<file path="config.mk">
export PLATFORM = sky130hd
export DESIGN_NAME = owire_addr_layer
export DESIGN_NICKNAME = d
export VERILOG_FILES = /design/src/rtl/owa_pkg.sv /design/src/rtl/owa_opdecode.sv /design/src/rtl/owa_crc8.sv /design/src/rtl/owire_addr_layer.sv
export SDC_FILE = /design/constraint.sdc
export NUM_CORES = 1
export LEC_CHECK = 0
export BUFFER_PORTS_ARGS = -buffer_cell sky130_fd_sc_hd__clkbuf_2
export CORE_AREA = 2 2 92 94
export DETAILED_ROUTE_END_ITERATION = 7
export DIE_AREA = 0 0 94 96
export GPL_TIMING_DRIVEN = 0
export PLACE_DENSITY = 0.79
export RECOVER_POWER = 100
export SYNTH_ARGS = -nofsm -noshare
export SYNTH_HDL_FRONTEND = slang
export SYNTH_SLANG_ARGS = --single-unit
</file>
<file path="constraint.sdc">
create_clock -name clk -period 4.5 [get_ports clk]
set_input_delay 0.45 -clock clk [delete_from_list [all_inputs] [get_ports clk]]
set_output_delay 0.45 -clock clk [all_outputs]
set_load 0.02 [all_outputs]
</file>
<file path="src/rtl/owa_pkg.sv">
package owa_pkg;

    localparam logic [7:0] OPC_READ_STD = 8'h33;
    localparam logic [7:0] OPC_READ_ALT = 8'h39;
    localparam logic [7:0] OPC_MATCH    = 8'h55;
    localparam logic [7:0] OPC_SKIP     = 8'hCC;
    localparam logic [7:0] OPC_SEARCH   = 8'hF0;
    localparam logic [7:0] OPC_RESUME   = 8'hA5;

    localparam int unsigned CHK_W = 8;
    localparam logic [CHK_W-1:0] CHK_POLY_REFL = 8'h8C;

    typedef enum logic [2:0] {
        ST_IDLE,
        ST_OPC,
        ST_READ,
        ST_MATCH,
        ST_SRCH,
        ST_FUNC
    } state_t;

    typedef enum logic [2:0] {
        CMD_NONE,
        CMD_READ,
        CMD_MATCH,
        CMD_SKIP,
        CMD_SRCH,
        CMD_RESUME
    } cmd_t;

    typedef enum logic [1:0] {
        PH_TRUE,
        PH_COMP,
        PH_WRITE
    } phase_t;

endpackage

</file>
<file path="src/rtl/owa_opdecode.sv">
module owa_opdecode
    import owa_pkg::*;
(
    input  logic [7:0] opcode,
    input  logic       alt_read,
    output cmd_t       cmd
);
    always_comb begin
        unique case (opcode)
            OPC_READ_STD: cmd = alt_read ? CMD_NONE : CMD_READ;
            OPC_READ_ALT: cmd = alt_read ? CMD_READ : CMD_NONE;
            OPC_MATCH:    cmd = CMD_MATCH;
            OPC_SKIP:     cmd = CMD_SKIP;
            OPC_SEARCH:   cmd = CMD_SRCH;
            OPC_RESUME:   cmd = CMD_RESUME;
            default:      cmd = CMD_NONE;
        endcase
    end
endmodule

</file>
<file path="src/rtl/owa_crc8.sv">
module owa_crc8
    import owa_pkg::*;
#(
    parameter int unsigned DATA_W = 56
) (
    input  logic [DATA_W-1:0] data,
    output logic [CHK_W-1:0]  crc
);
    always_comb begin
        logic [CHK_W-1:0] acc;
        logic             fb;
        acc = '0;
        for (int i = 0; i < DATA_W; i++) begin
            fb  = acc[0] ^ data[i];
            acc = acc >> 1;
            if (fb) acc = acc ^ CHK_POLY_REFL;
        end
        crc = acc;
    end
endmodule

</file>
<file path="src/rtl/owire_addr_layer.sv">
module owire_addr_layer
    import owa_pkg::*;
#(
    parameter int unsigned ID_W = 64
) (
    input  logic            clk,
    input  logic            rst_n,
    input  logic            bus_reset,
    input  logic            rx_valid,
    input  logic            rx_bit,
    input  logic            rd_req,
    input  logic            alt_read,
    input  logic [ID_W-1:0] id_code,
    output logic            tx_en,
    output logic            tx_bit,
    output logic            selected,
    output logic            resume_flag,
    output logic            crc_err
);
    localparam int unsigned IDX_W  = $clog2(ID_W);
    localparam int unsigned BODY_W = ID_W - CHK_W;
    localparam int unsigned OPC_W  = 8;
    localparam int unsigned OCNT_W = $clog2(OPC_W);
    localparam logic [IDX_W-1:0]  LAST_IDX = IDX_W'(ID_W - 1);
    localparam logic [OCNT_W-1:0] LAST_OPC = OCNT_W'(OPC_W - 1);

    typedef struct packed {
        state_t            state;
        phase_t            phase;
        logic [IDX_W-1:0]  idx;
        logic [OCNT_W-1:0] bcnt;
        logic [OPC_W-1:0]  opc;
        logic              resume;
        logic              sel;
    } regs_t;

    regs_t            d, q;
    logic [OPC_W-1:0] opc_next;
    cmd_t             cmd;
    logic             cur_bit;
    logic             last_bit;
    logic [CHK_W-1:0] crc_calc;

    assign opc_next = {rx_bit, q.opc[OPC_W-1:1]};
    assign cur_bit  = id_code[q.idx];
    assign last_bit = (q.idx == LAST_IDX);

    owa_opdecode u_dec (
        .opcode   (opc_next),
        .alt_read (alt_read),
        .cmd      (cmd)
    );

    owa_crc8 #(.DATA_W(BODY_W)) u_crc (
        .data (id_code[BODY_W-1:0]),
        .crc  (crc_calc)
    );

    always_comb begin
        d     = q;
        d.sel = 1'b0;
        if (bus_reset) begin
            d.state = ST_OPC;
            d.bcnt  = '0;
            d.idx   = '0;
            d.phase = PH_TRUE;
        end else begin
            unique case (q.state)
                ST_OPC: if (rx_valid) begin
                    d.opc  = opc_next;
                    d.bcnt = q.bcnt + 1'b1;
                    if (q.bcnt == LAST_OPC) begin
                        d.idx   = '0;
                        d.phase = PH_TRUE;
                        unique case (cmd)
                            CMD_READ: begin
                                d.state  = ST_READ;
                                d.resume = 1'b0;
                            end
                            CMD_MATCH: d.state = ST_MATCH;
                            CMD_SRCH:  d.state = ST_SRCH;
                            CMD_SKIP: begin
                                d.state = ST_FUNC;
                                d.sel   = 1'b1;
                            end
                            CMD_RESUME: begin
                                d.state = q.resume ? ST_FUNC : ST_IDLE;
                                d.sel   = q.resume;
                            end
                            default: d.state = ST_IDLE;
                        endcase
                    end
                end
                ST_READ: if (rd_req) begin
                    if (last_bit) begin
                        d.state = ST_FUNC;
                        d.sel   = 1'b1;
                    end else begin
                        d.idx = q.idx + 1'b1;
                    end
                end
                ST_MATCH: if (rx_valid) begin
                    if (rx_bit != cur_bit) begin
                        d.state  = ST_IDLE;
                        d.resume = 1'b0;
                    end else if (last_bit) begin
                        d.state  = ST_FUNC;
                        d.resume = 1'b1;
                        d.sel    = 1'b1;
                    end else begin
                        d.idx = q.idx + 1'b1;
                    end
                end
                ST_SRCH: begin
                    unique case (q.phase)
                        PH_TRUE: if (rd_req) d.phase = PH_COMP;
                        PH_COMP: if (rd_req) d.phase = PH_WRITE;
                        default: if (rx_valid) begin
                            if (rx_bit != cur_bit) begin
                                d.state  = ST_IDLE;
                                d.resume = 1'b0;
                            end else if (last_bit) begin
                                d.state  = ST_FUNC;
                                d.resume = 1'b1;
                                d.sel    = 1'b1;
                            end else begin
                                d.idx   = q.idx + 1'b1;
                                d.phase = PH_TRUE;
                            end
                        end
                    endcase
                end
                default: ;
            endcase
        end
    end

    always_ff @(posedge clk or negedge rst_n) begin
        if (!rst_n) begin
            q <= '{state: ST_IDLE, phase: PH_TRUE, idx: '0, bcnt: '0,
                   opc: '0, resume: 1'b0, sel: 1'b0};
        end else begin
            q <= d;
        end
    end

    assign tx_en       = (q.state == ST_READ) ||
                         ((q.state == ST_SRCH) && (q.phase != PH_WRITE));
    assign tx_bit      = !tx_en ? 1'b1 :
                         ((q.state == ST_SRCH) && (q.phase == PH_COMP)) ? ~cur_bit : cur_bit;
    assign selected    = q.sel;
    assign resume_flag = q.resume;
    assign crc_err     = (crc_calc != id_code[ID_W-1:BODY_W]);

endmodule

</file>
## Word-level counts from Yosys, hierarchy flattened

Cells that the tools add are included.

- Add/sub/neg operators: 2
- $mul: 0
- Div/mod/pow operators: 0
- Order comparisons: 1
- Equality and inequality tests: 39
- Shift operators: 0
- Muxes and demuxes: 101
- Bitwise logic cells: 112
- Reduce and logical (&&, ||, !) cells: 16

Operators by type and width:

| operator | number |
|---|---|
| $mux W8 | 58 |
| $not A2 Y3 | 55 |
| $xor A1 B1 Y1 | 55 |
| $mux W11 | 3 |
| $mux W6 | 5 |
| $ne A3 B3 Y1 const B | 9 |
| $eq A8 B8 Y1 const B | 3 |
| $mux W24 | 1 |
| $pmux W6 S4 | 1 |
| $mux W3 | 6 |
| $pmux W3 S6 | 1 |
| $eq A8 B6 Y1 const B | 2 |
| $ne A5 B3 Y1 const B | 3 |
| $pmux W3 S5 | 1 |
| $mux W14 | 1 |
| $eq A3 B2 Y1 const B | 4 |
| $eq A3 B3 Y1 const B | 4 |
| $mux W2 | 6 |
| $pmux W3 S4 | 1 |
| $mux W1 | 11 |
| $reduce_and A10 Y1 | 1 |
| $eq A8 B7 Y1 const B | 1 |
| $ne A2 B2 Y1 const B | 4 |
| $ne A4 B4 Y1 const B | 2 |
| 27 further kinds | 33 |

- Flip-flop bits (word level): 24
- Latch bits: 0
- RAM bits: 0
- Memory bits (read-only): 0
- Input port bits: 71
- Output and inout port bits: 5
- Memories: 0

## Longest topological paths before layout

Gate-level depths: netlist of the first run.

- Depth in word-level cells: 112
- Gate-level depth with buffers: 13

## By module

Synthesis of the first run repeated with hierarchy kept, for this count alone.

- Cell total of the unflattened synthesis: 439
- Area total of the unflattened synthesis: 4,504.3 um^2

By module, submodules not included:

| module | instances | cells an instance | area each (um^2) | seq. area each (um^2) |
|---|---|---|---|---|
| owire_addr_layer | 1 | 280 | 2,416.1 | 575.6 |
| owa_crc8 | 1 | 141 | 1,949.4 | 0.0 |
| owa_opdecode | 1 | 18 | 138.9 | 0.0 |

## Worst setup path after synthesis of the first run

No wires, ideal clock.

- Path kind: input-to-output
- Start: input port id_code[5]
- End: output port crc_err
- Arrival: 4.334 ns
- Slack: -0.284 ns
- Cell stages on the path: 11
- Path buffers: 1
- Cell sequence: buf_2 xnor2_2 xnor3_1 xnor3_1 xnor2_2 xor3_1 xnor2_1 xnor2_2 xnor3_1 mux4_2 or4_1

- Longest elaborated chain between the ends: 78
- Elaborated cells between the ends (all ways): 147
- Classes of those cells: eq/ne: 1; mux: 51; bitwise: 95

Ends and longest elaborated chain:

| what | line | RTL |
|---|---|---|
| from (decl) | owire_addr_layer.sv:13 | `input logic [ID_W-1:0] id_code,` |
| $xor A1 B1 Y1 (*) | owa_crc8.sv:14 | `fb = acc[0] ^ data[i];` |
| $mux W8 (*) | owa_crc8.sv:16 | `if (fb) acc = acc ^ CHK_POLY_REFL;` |
| $not A2 Y3 (no source line) | -- |  |
| $mux W8 (*) (3 in a row) | owa_crc8.sv:16 |  |
| $xor A1 B1 Y1 | owa_crc8.sv:14 |  |
| $mux W8 (*) | owa_crc8.sv:16 |  |
| $not A2 Y3 (no source line) | -- |  |
| $mux W8 (*) (3 in a row) | owa_crc8.sv:16 |  |
| (+55 left out) | -- |  |
| $mux W8 (*) | owa_crc8.sv:16 |  |
| parallel branches: the longest is 1 deep, another holds $xor A1 B1 Y1 | -- |  |
| $mux W8 (*) (3 in a row) | owa_crc8.sv:16 |  |
| $xor A1 B1 Y1 | owa_crc8.sv:14 |  |
| $mux W8 (*) | owa_crc8.sv:16 |  |
| parallel branches: the longest is 1 deep, another holds $xor A1 B1 Y1 | -- |  |
| $mux W8 (*) (2 in a row) | owa_crc8.sv:16 |  |
| $ne A8 B8 Y1 (*) | owire_addr_layer.sv:153 | `assign crc_err = (crc_calc != id_code[ID_W-1:BODY_W]);` |
| to (decl) | owire_addr_layer.sv:18 | `output logic crc_err` |

Mark *: on every way between the ends.

## Worst setup path after layout of the first run

- Start: input port id_code[8]
- End: output port crc_err

- Longest elaborated chain between the ends: 73
- Elaborated cells between the ends (all ways): 138
- Classes of those cells: eq/ne: 1; mux: 48; bitwise: 89

Ends and longest elaborated chain:

| what | line |
|---|---|
| $xor A1 B1 Y1 (*) | owa_crc8.sv:14 |
| $mux W8 (*) (3 in a row) | owa_crc8.sv:16 |
| $xor A1 B1 Y1 / $mux W8 (equally long branches) | owa_crc8.sv:14, owa_crc8.sv:16 |
| $mux W8 (*) (3 in a row) | owa_crc8.sv:16 |
| $xor A1 B1 Y1 (tied with other cells) | owa_crc8.sv:14 |
| $mux W8 (*) | owa_crc8.sv:16 |
| $not A2 Y3 (no source line) (tied with other cells) | -- |
| $mux W8 (*) (3 in a row) | owa_crc8.sv:16 |
| (+49 left out) | -- |
| $mux W8 (*) | owa_crc8.sv:16 |
| $not A2 Y3 (no source line) (tied with other cells) | -- |
| $mux W8 (*) (3 in a row) | owa_crc8.sv:16 |
| $xor A1 B1 Y1 (tied with other cells) | owa_crc8.sv:14 |
| $mux W8 (*) | owa_crc8.sv:16 |
| $not A2 Y3 (no source line) (tied with other cells) | -- |
| $mux W8 (*) | owa_crc8.sv:16 |
| $ne A8 B8 Y1 (*) | owire_addr_layer.sv:153 |

Marks and branches as above.

==> results of run 1 <==
[what timing repair did]
item,in CTS,in global routing
pin swaps,19,20
setup buffers,13,19
resized for setup,28,32
setup endpoints to repair,11,7
[critical path: stages]
cell and delay (ns):
clkbuf_2 0.13, xnor3_2 0.46, xor2_4 0.19, buf_6 0.12, xor3_1 0.41, xnor3_2 0.55
xnor2_2 0.27, xnor3_1 0.29, xor3_2 0.33, nand2_1 0.13, o21ai_0 0.12, mux4_2 0.49
or4_4 0.53, buf_8 0.14
[kinds of logic (layout without fill, tap and decap cells)]
family / after synthesis / in the layout
adders and majority gates: 4 / 4
xor gates and xnor gates: 142 / 142
buffers and inverters: 24 / 130
AOI/OAI and AO/OA: 70 / 70
and+or+nand+nor: 107 / 107
DFF: 23 / 23
muxes: 38 / 38
[layout make-up]
class / instances / area share [%]
Buffer: 17 / 1.62
Clock buffer: 4 / 0.869
Inverter: 7 / 0.507
Multi-Input combinational cell: 361 / 70.9
Sequential cell: 23 / 11.1
Tap cell: 105 / 2.54
Timing Repair Buffer: 102 / 12.4
[layer usage]
layer	vias up	routed length (µm)	share of wire [%]
met3	42	734	6.4
li1	1686	-	-
met1	1764	4390	38
met2	192	5940	52
met5	-	0	0
met4	0	386	3.4
[registers in the layout, summed over array words and instances (netlist names)]
name / count
selected: 1
resume_flag: 1
opc_next: 7
q: 14
[cells in the final DEF (no fill, tap or decap), types with 5 or more instances in the layout]
cell type,count
dfrtp_1,23
nand3_1,7
mux2i_1,22
nor3_1,12
o22ai_1,5
xor2_1,22
buf_4,26
clkbuf_2,65
nor2b_1,6
xnor2_4,11
mux4_2,9
xor3_1,6
nand2b_1,7
xnor3_2,12
xnor3_1,14
nand2_1,30
o221ai_1,8
xnor2_1,55
o21ai_0,14
clkbuf_1,17
inv_1,7
xnor2_2,16
nor2_1,23
a21oi_1,15
mux2_2,7
[stage by stage]
stage	setup WS, ns	utilization (%)	setup TNS, ns	hold WS (ns)	instances
4_1_cts	-0.339	60.8	-0.339	0.192	600
6_report	-0.570	64.4	-0.716	0.432	619
5_1_grt	-0.677	64.4	-1.85	0.530	619
3_3_place_gp	-0.662	57.1	-4.17	0.465	585
2_1_floorplan	-0.114	-	-0.114	0.154	408
3_5_place_dp	-0.763	57.1	-5.06	0.480	585
[worst max path at each step]
stage,from,endpoint,slack (ns)
2_1_floorplan,id_code[32],crc_err,-0.11
3_3_place_gp,q[13],q[18],-0.66
3_5_place_dp,q[13],q[18],-0.76
4_1_cts,id_code[2],crc_err,-0.34
5_1_grt,id_code[8],crc_err,-0.68
6_report,id_code[8],crc_err,-0.57
==> metrics.md, run 1 <==
| Metric | Value |
|---|---|
| Storage cell area | 576 µm² |
| Layout net count | 590 |
| Status | complete, but fails checks |
| CP max FO | 4 |
| Slew HR | 16.8% |
| I/O pins | 76 |
| Drt drc | 0 |
| Share of cells above drive strength 1 | 33.5% |
| Worst setup margin | -0.570 ns |
| Largest net degree at the start of global routing | 24 |
| Worst path required time | 4.05 ns |
| #FFs+latches synth | 23 |
| Final Critical Period | 5.07 ns |
| Top post-synthesis cells by area | xnor2_1 (15%), dfrtp_1 (14%), xnor3_1 (13%) |
| Crit Path Category | primary input to primary output |
| Cell variety after synth | 54 |
| Largest family of logic cells by synthesized area | XOR/XNOR gates |
| Tot GR Track Use | 24.2% |
| CTS Buf Count | 3 |
| Initial antenna violation count | 0 |
| Mux contribution to synthesized area | 12.3% |
| Fill cells | 601 |
| Critical Path AT | 4.62 ns |
| Ant diodes | 0 |
| TritonCTS Sinks | 23 |
| Worst R2R Path Depth | 13 |
| Commonest register cell after synthesis | dfrtp_1 |
| Worst setup EP type | primary output |
| Type of the worst min-delay path | primary input to async pin |
| Routed WL per cell | 18.5 µm |
| CTS Hold Buffers Added | 0 |
| Post-Route WL | 11500 µm |
| Row count | 33 |
| Final HPWL DP | 8170 µm |
| Syn-to-layout area delta | 27.2% |
| RSZ-0062 raised after global routing | true |
| Clk_lat worst skew | 0.26 ns |
| CORE AREA | 8050 µm² |
| Synth Area in Compound Gates | 11.4% |
| Post-Syn Area | 4070 µm² |
| Synth Area in Simple Gates | 13.2% |
| CTS root buf | clkbuf_8 |
| Final Cycle Share | 113% |
| Overflow after GRT | 0 |
| Initial Util | 50.6% |
| FF-to-FF setup slack | -0.08 ns |
| Full die area | 9020 µm² |
| DR vias/cell | 5.95 |
| Number of routed nets with antenna violations | 0 |
| RePlAce Congestion | 0.942 |
| Post-synthesis adder-cell area fraction | 1.23% |
| First-pass GRT wire length | 17100 µm |
| Finished Cell Area | 5180 µm² |
| Clock Skews | 0.00684 ns |
| Syn Area/Cell | 9.99 µm² |
| DRC marker count from the first detailed-route iteration | 315 |
| Die Y | 96 µm |
| Final setup vio count | 5 |
| Post-DP Area | 4600 µm² |
| M3 GR Usage | 2.35% |
| RR Startpoint | q[13] |
| CTS clk-pin slew, worst paths | 0.08 ns |
| Post-synthesis async set-or-reset flop share | 100% |
| Synthesized Nets | 483 |
| CTS tree | built |
| FF-to-FF End | q[16] |
| Leading area contributor after synthesis | xnor2_1 |
| Number of cells produced by synthesis | 408 |
| Number of H-tree levels | 1 |
| EDFF count, synth | 0 |
| Met2 usage | 45.1% |
| IO Port Bufs | 72 |
| Area of the multi-input gates | 3670 µm² |
| Post-synth top cells | xnor2_1 (70), nand2_1 (30), xor2_1 (24) |
| Die X | 94 µm |
| Most common cell in the netlist | xnor2_1 |
| Post-Synth XOR/XNOR Area | 45.5% |
| Busiest layer in global routing | met2 |
| Failing checks | setup timing |
| Vias in the first global route | 3544 |
| Synth warn | 0 |
| 1st-pass router iterations | 6 |
| Met1 Use GR | 29.9% |
| Hold Vio Cnt, Final | 0 |
| Synth top area share | 15.0% |
| Register area share after synthesis | 14.1% |
| Clock buffer depth | 2 |
| Max Fclk | 0.197 GHz |
| Crit path launch type | primary input |
| Max-slew violation count | 0 |
| Via count | 3684 |
| Max-Cap Viols | 0 |
| Actual slew at the worst max-slew pin | 1.25 ns |
Power of run 1 is not shown: default switching activity piles up to over one toggle a cycle in this logic, so the estimate is an artifact.
==> inputs of run 2 (changes only) <==
CTS_CLUSTER_DIAMETER = 50   (was default)
GPL_TIMING_DRIVEN = default   (was 0)
==> metrics.md, run 2 (synthesized netlist as in run 1, its figures left out) <==
| Metric | Value |
|---|---|
| CP peak stage delay | 0.52 ns (-0.03 ns) |
| Max-Cap Viols | 0 (unchanged) |
| Cells along the critical path | clkbuf_2, xnor3_2, buf_4, xnor2_1, xnor2_1, xnor2_1, xor3_2, buf_4, xnor3_2, xor2_1, nor2_1, o21ai_0, mux4_2, or4_4, buf_2 |
| Tot GR Track Use | 24.6% (+0.46 points) |
| CORE AREA | 8050 µm² (unchanged) |
| Met2 routed WL | 5930 µm (-0.19%) |
| CP dominant cell by count | xnor2_1 |
| WL met1 | 4320 µm (-1.7%) |
| Clk_lat worst skew | 0.27 ns (about the same) |
| Drt drc | 0 (unchanged) |
| Hold Vio Cnt, Final | 0 (unchanged) |
| Clock Skews | 0.00657 ns (-0.000275 ns) |
| Storage cell area | 576 µm² (unchanged) |
| Slew HR | 16.0% (-0.82 points) |
| Largest net degree at the start of global routing | 29 (+21%) |
| WP buf/inv | 4 (+1) |
| DRC marker count from the first detailed-route iteration | 203 (-36%) |
| IO Port Bufs | 75 (+4.2%) |
| DR vias/cell | 5.70 (-4.2%) |
| Failing checks | setup timing |
| I/O pins | 76 (unchanged) |
| Share of cells above drive strength 1 | 38.3% (+4.8 points) |
| Row count | 33 (unchanged) |
| Status | complete, but fails checks |
| Syn-to-layout area delta | 31.5% |
| Final setup vio count | 1 (-4) |
| Actual slew at the worst max-slew pin | 1.26 ns (+0.0123 ns) |
| CP top delay family | XOR/XNOR gates |
| CP max-delay cell | xor3_2 |
| Commonest non-fill, non-tap cell in the layout | buf_4 |
| CTS Buf Count | 3 (unchanged) |
| Final Critical Period | 4.93 ns (-0.142 ns) |
| RePlAce Congestion | 0.927 (-1.5%) |
| Fill cells | 620 (+3.2%) |
| Initial antenna violation count | 0 (unchanged) |
| Worst setup EP type | primary output |
| Post-Route WL | 11200 µm (-1.9%) |
| Cell Count, Final, Fillers Out | 651 (+5.2%) |
| Worst path required time | 4.05 ns (about the same) |
| CTS root buf | clkbuf_8 |
| Final HPWL DP | 8950 µm (+9.5%) |
| Vias in the first global route | 3702 (+4.5%) |
| Max FFs per register | 14 (unchanged) |
| CTS Hold Buffers Added | 0 (unchanged) |
| Post-layout util | 66.6% (+2.2 points) |
| TritonCTS Sinks | 23 (unchanged) |
| Register name with the most flops | q |
| Critical Path AT | 4.48 ns (-0.14 ns) |
| Number of H-tree levels | 1 (unchanged) |
| Ant diodes | 0 (unchanged) |
| CP max FO | 4 (unchanged) |
| Final Cycle Share | 110% (-3.2 points) |
| Metal3 WL | 771 µm (+5.0%) |
| Routed WL per cell | 17.3 µm (-6.7%) |
| Max-slew violation count | 0 (unchanged) |
| Area of the multi-input gates | 3610 µm² (-1.8%) |
| Die Y | 96 µm (unchanged) |
| Max Fclk | 0.203 GHz (+2.9%) |
| Initial Util | 50.6% (unchanged) |
| Number of routed nets with antenna violations | 0 (unchanged) |
| 1st-pass router iterations | 5 (-1) |
| FF-to-FF setup slack | 0.09 ns (+0.17 ns) |
| Top Layer Used | met4 |
| Clock buffer depth | 2 (unchanged) |
| RSZ-0062 raised after global routing | true |
| First-pass GRT wire length | 17500 µm (+2.2%) |
| Full die area | 9020 µm² (unchanged) |
| Overflow after GRT | 0 (unchanged) |
| Die X | 94 µm (unchanged) |
| Placed instance count | 640 (+9.4%) |
| CTS clk-pin slew, worst paths | 0.08 ns (about the same) |
| Crit path launch type | primary input |
| Crit Path Category | primary input to primary output |
| CTS tree | built |
| Via count | 3713 (+0.79%) |
| Worst setup margin | -0.428 ns (+0.142 ns) |
| Layout net count | 622 (+5.4%) |
| Type of the worst min-delay path | primary input to async pin |
| Most frequent cells in the layout | buf_4 (70), clkbuf_2 (69), xnor2_1 (57), nand2_1 (30) |
run 2: cell count changes in the layout (fill, tap and decap cells not counted), sizes merged:
| cell | change |
|---|---|
| buf | +38 |
| clkbuf | -6 |
run 2: worst paths after layout:
kind | start | to | cells past startpoint
min in group clk | rx_valid | q[20] | 2
setup reg to reg | q[14] | q[18] | 12
max in group asynchronous | rst_n | q[12] | 1
setup / recovery | id_code[0] | crc_err | 15
hold reg to reg | q[12] | q[12] | 2
hold / removal | rst_n | q[17] | 1
run 2: metal layers:
| layer | global-route usage [%] | vias up |
|---|---|---|
| met2 | 45.1 | 156 |
| met4 | 8.33 | 0 |
| li1 | - | 1754 |
| met3 | 2.66 | 25 |
| met5 | 0 | - |
| met1 | 30.2 | 1778 |
run 2: area by class of cell:
type / count / share of cell area, %
clock buffers: 4 / 0.841
inverters: 7 / 0.490
flip-flops and latches: 23 / 10.7
multi-input cells: 361 / 67.3
well taps: 105 / 2.45
repair buffers: 151 / 18.2
run 2: timing repair:
item,CTS,global route
setup endpoints to repair,1,5
gates resized for setup,6,23
pin swaps,3,14
buffers inserted,2,5
endpoints found under the hold margin,0,0
run 2: per-stage QoR:
| stage | TNS (ns) | hold WS (ns) | cell area [µm²] | setup WS [ns] |
|---|---|---|---|---|
| global placement | -0.353 | 0.473 | 5090 | -0.353 |
| floorplan | -0.114 | 0.154 | 4110 | -0.114 |
| detailed placement | -0.494 | 0.481 | 5090 | -0.494 |
| CTS | -0.374 | 0.189 | 5180 | -0.374 |
| finish | -0.428 | 0.431 | 5360 | -0.428 |
| global route | -1.11 | 0.525 | 5360 | -0.603 |
Power of run 2 is left out for the same reason.
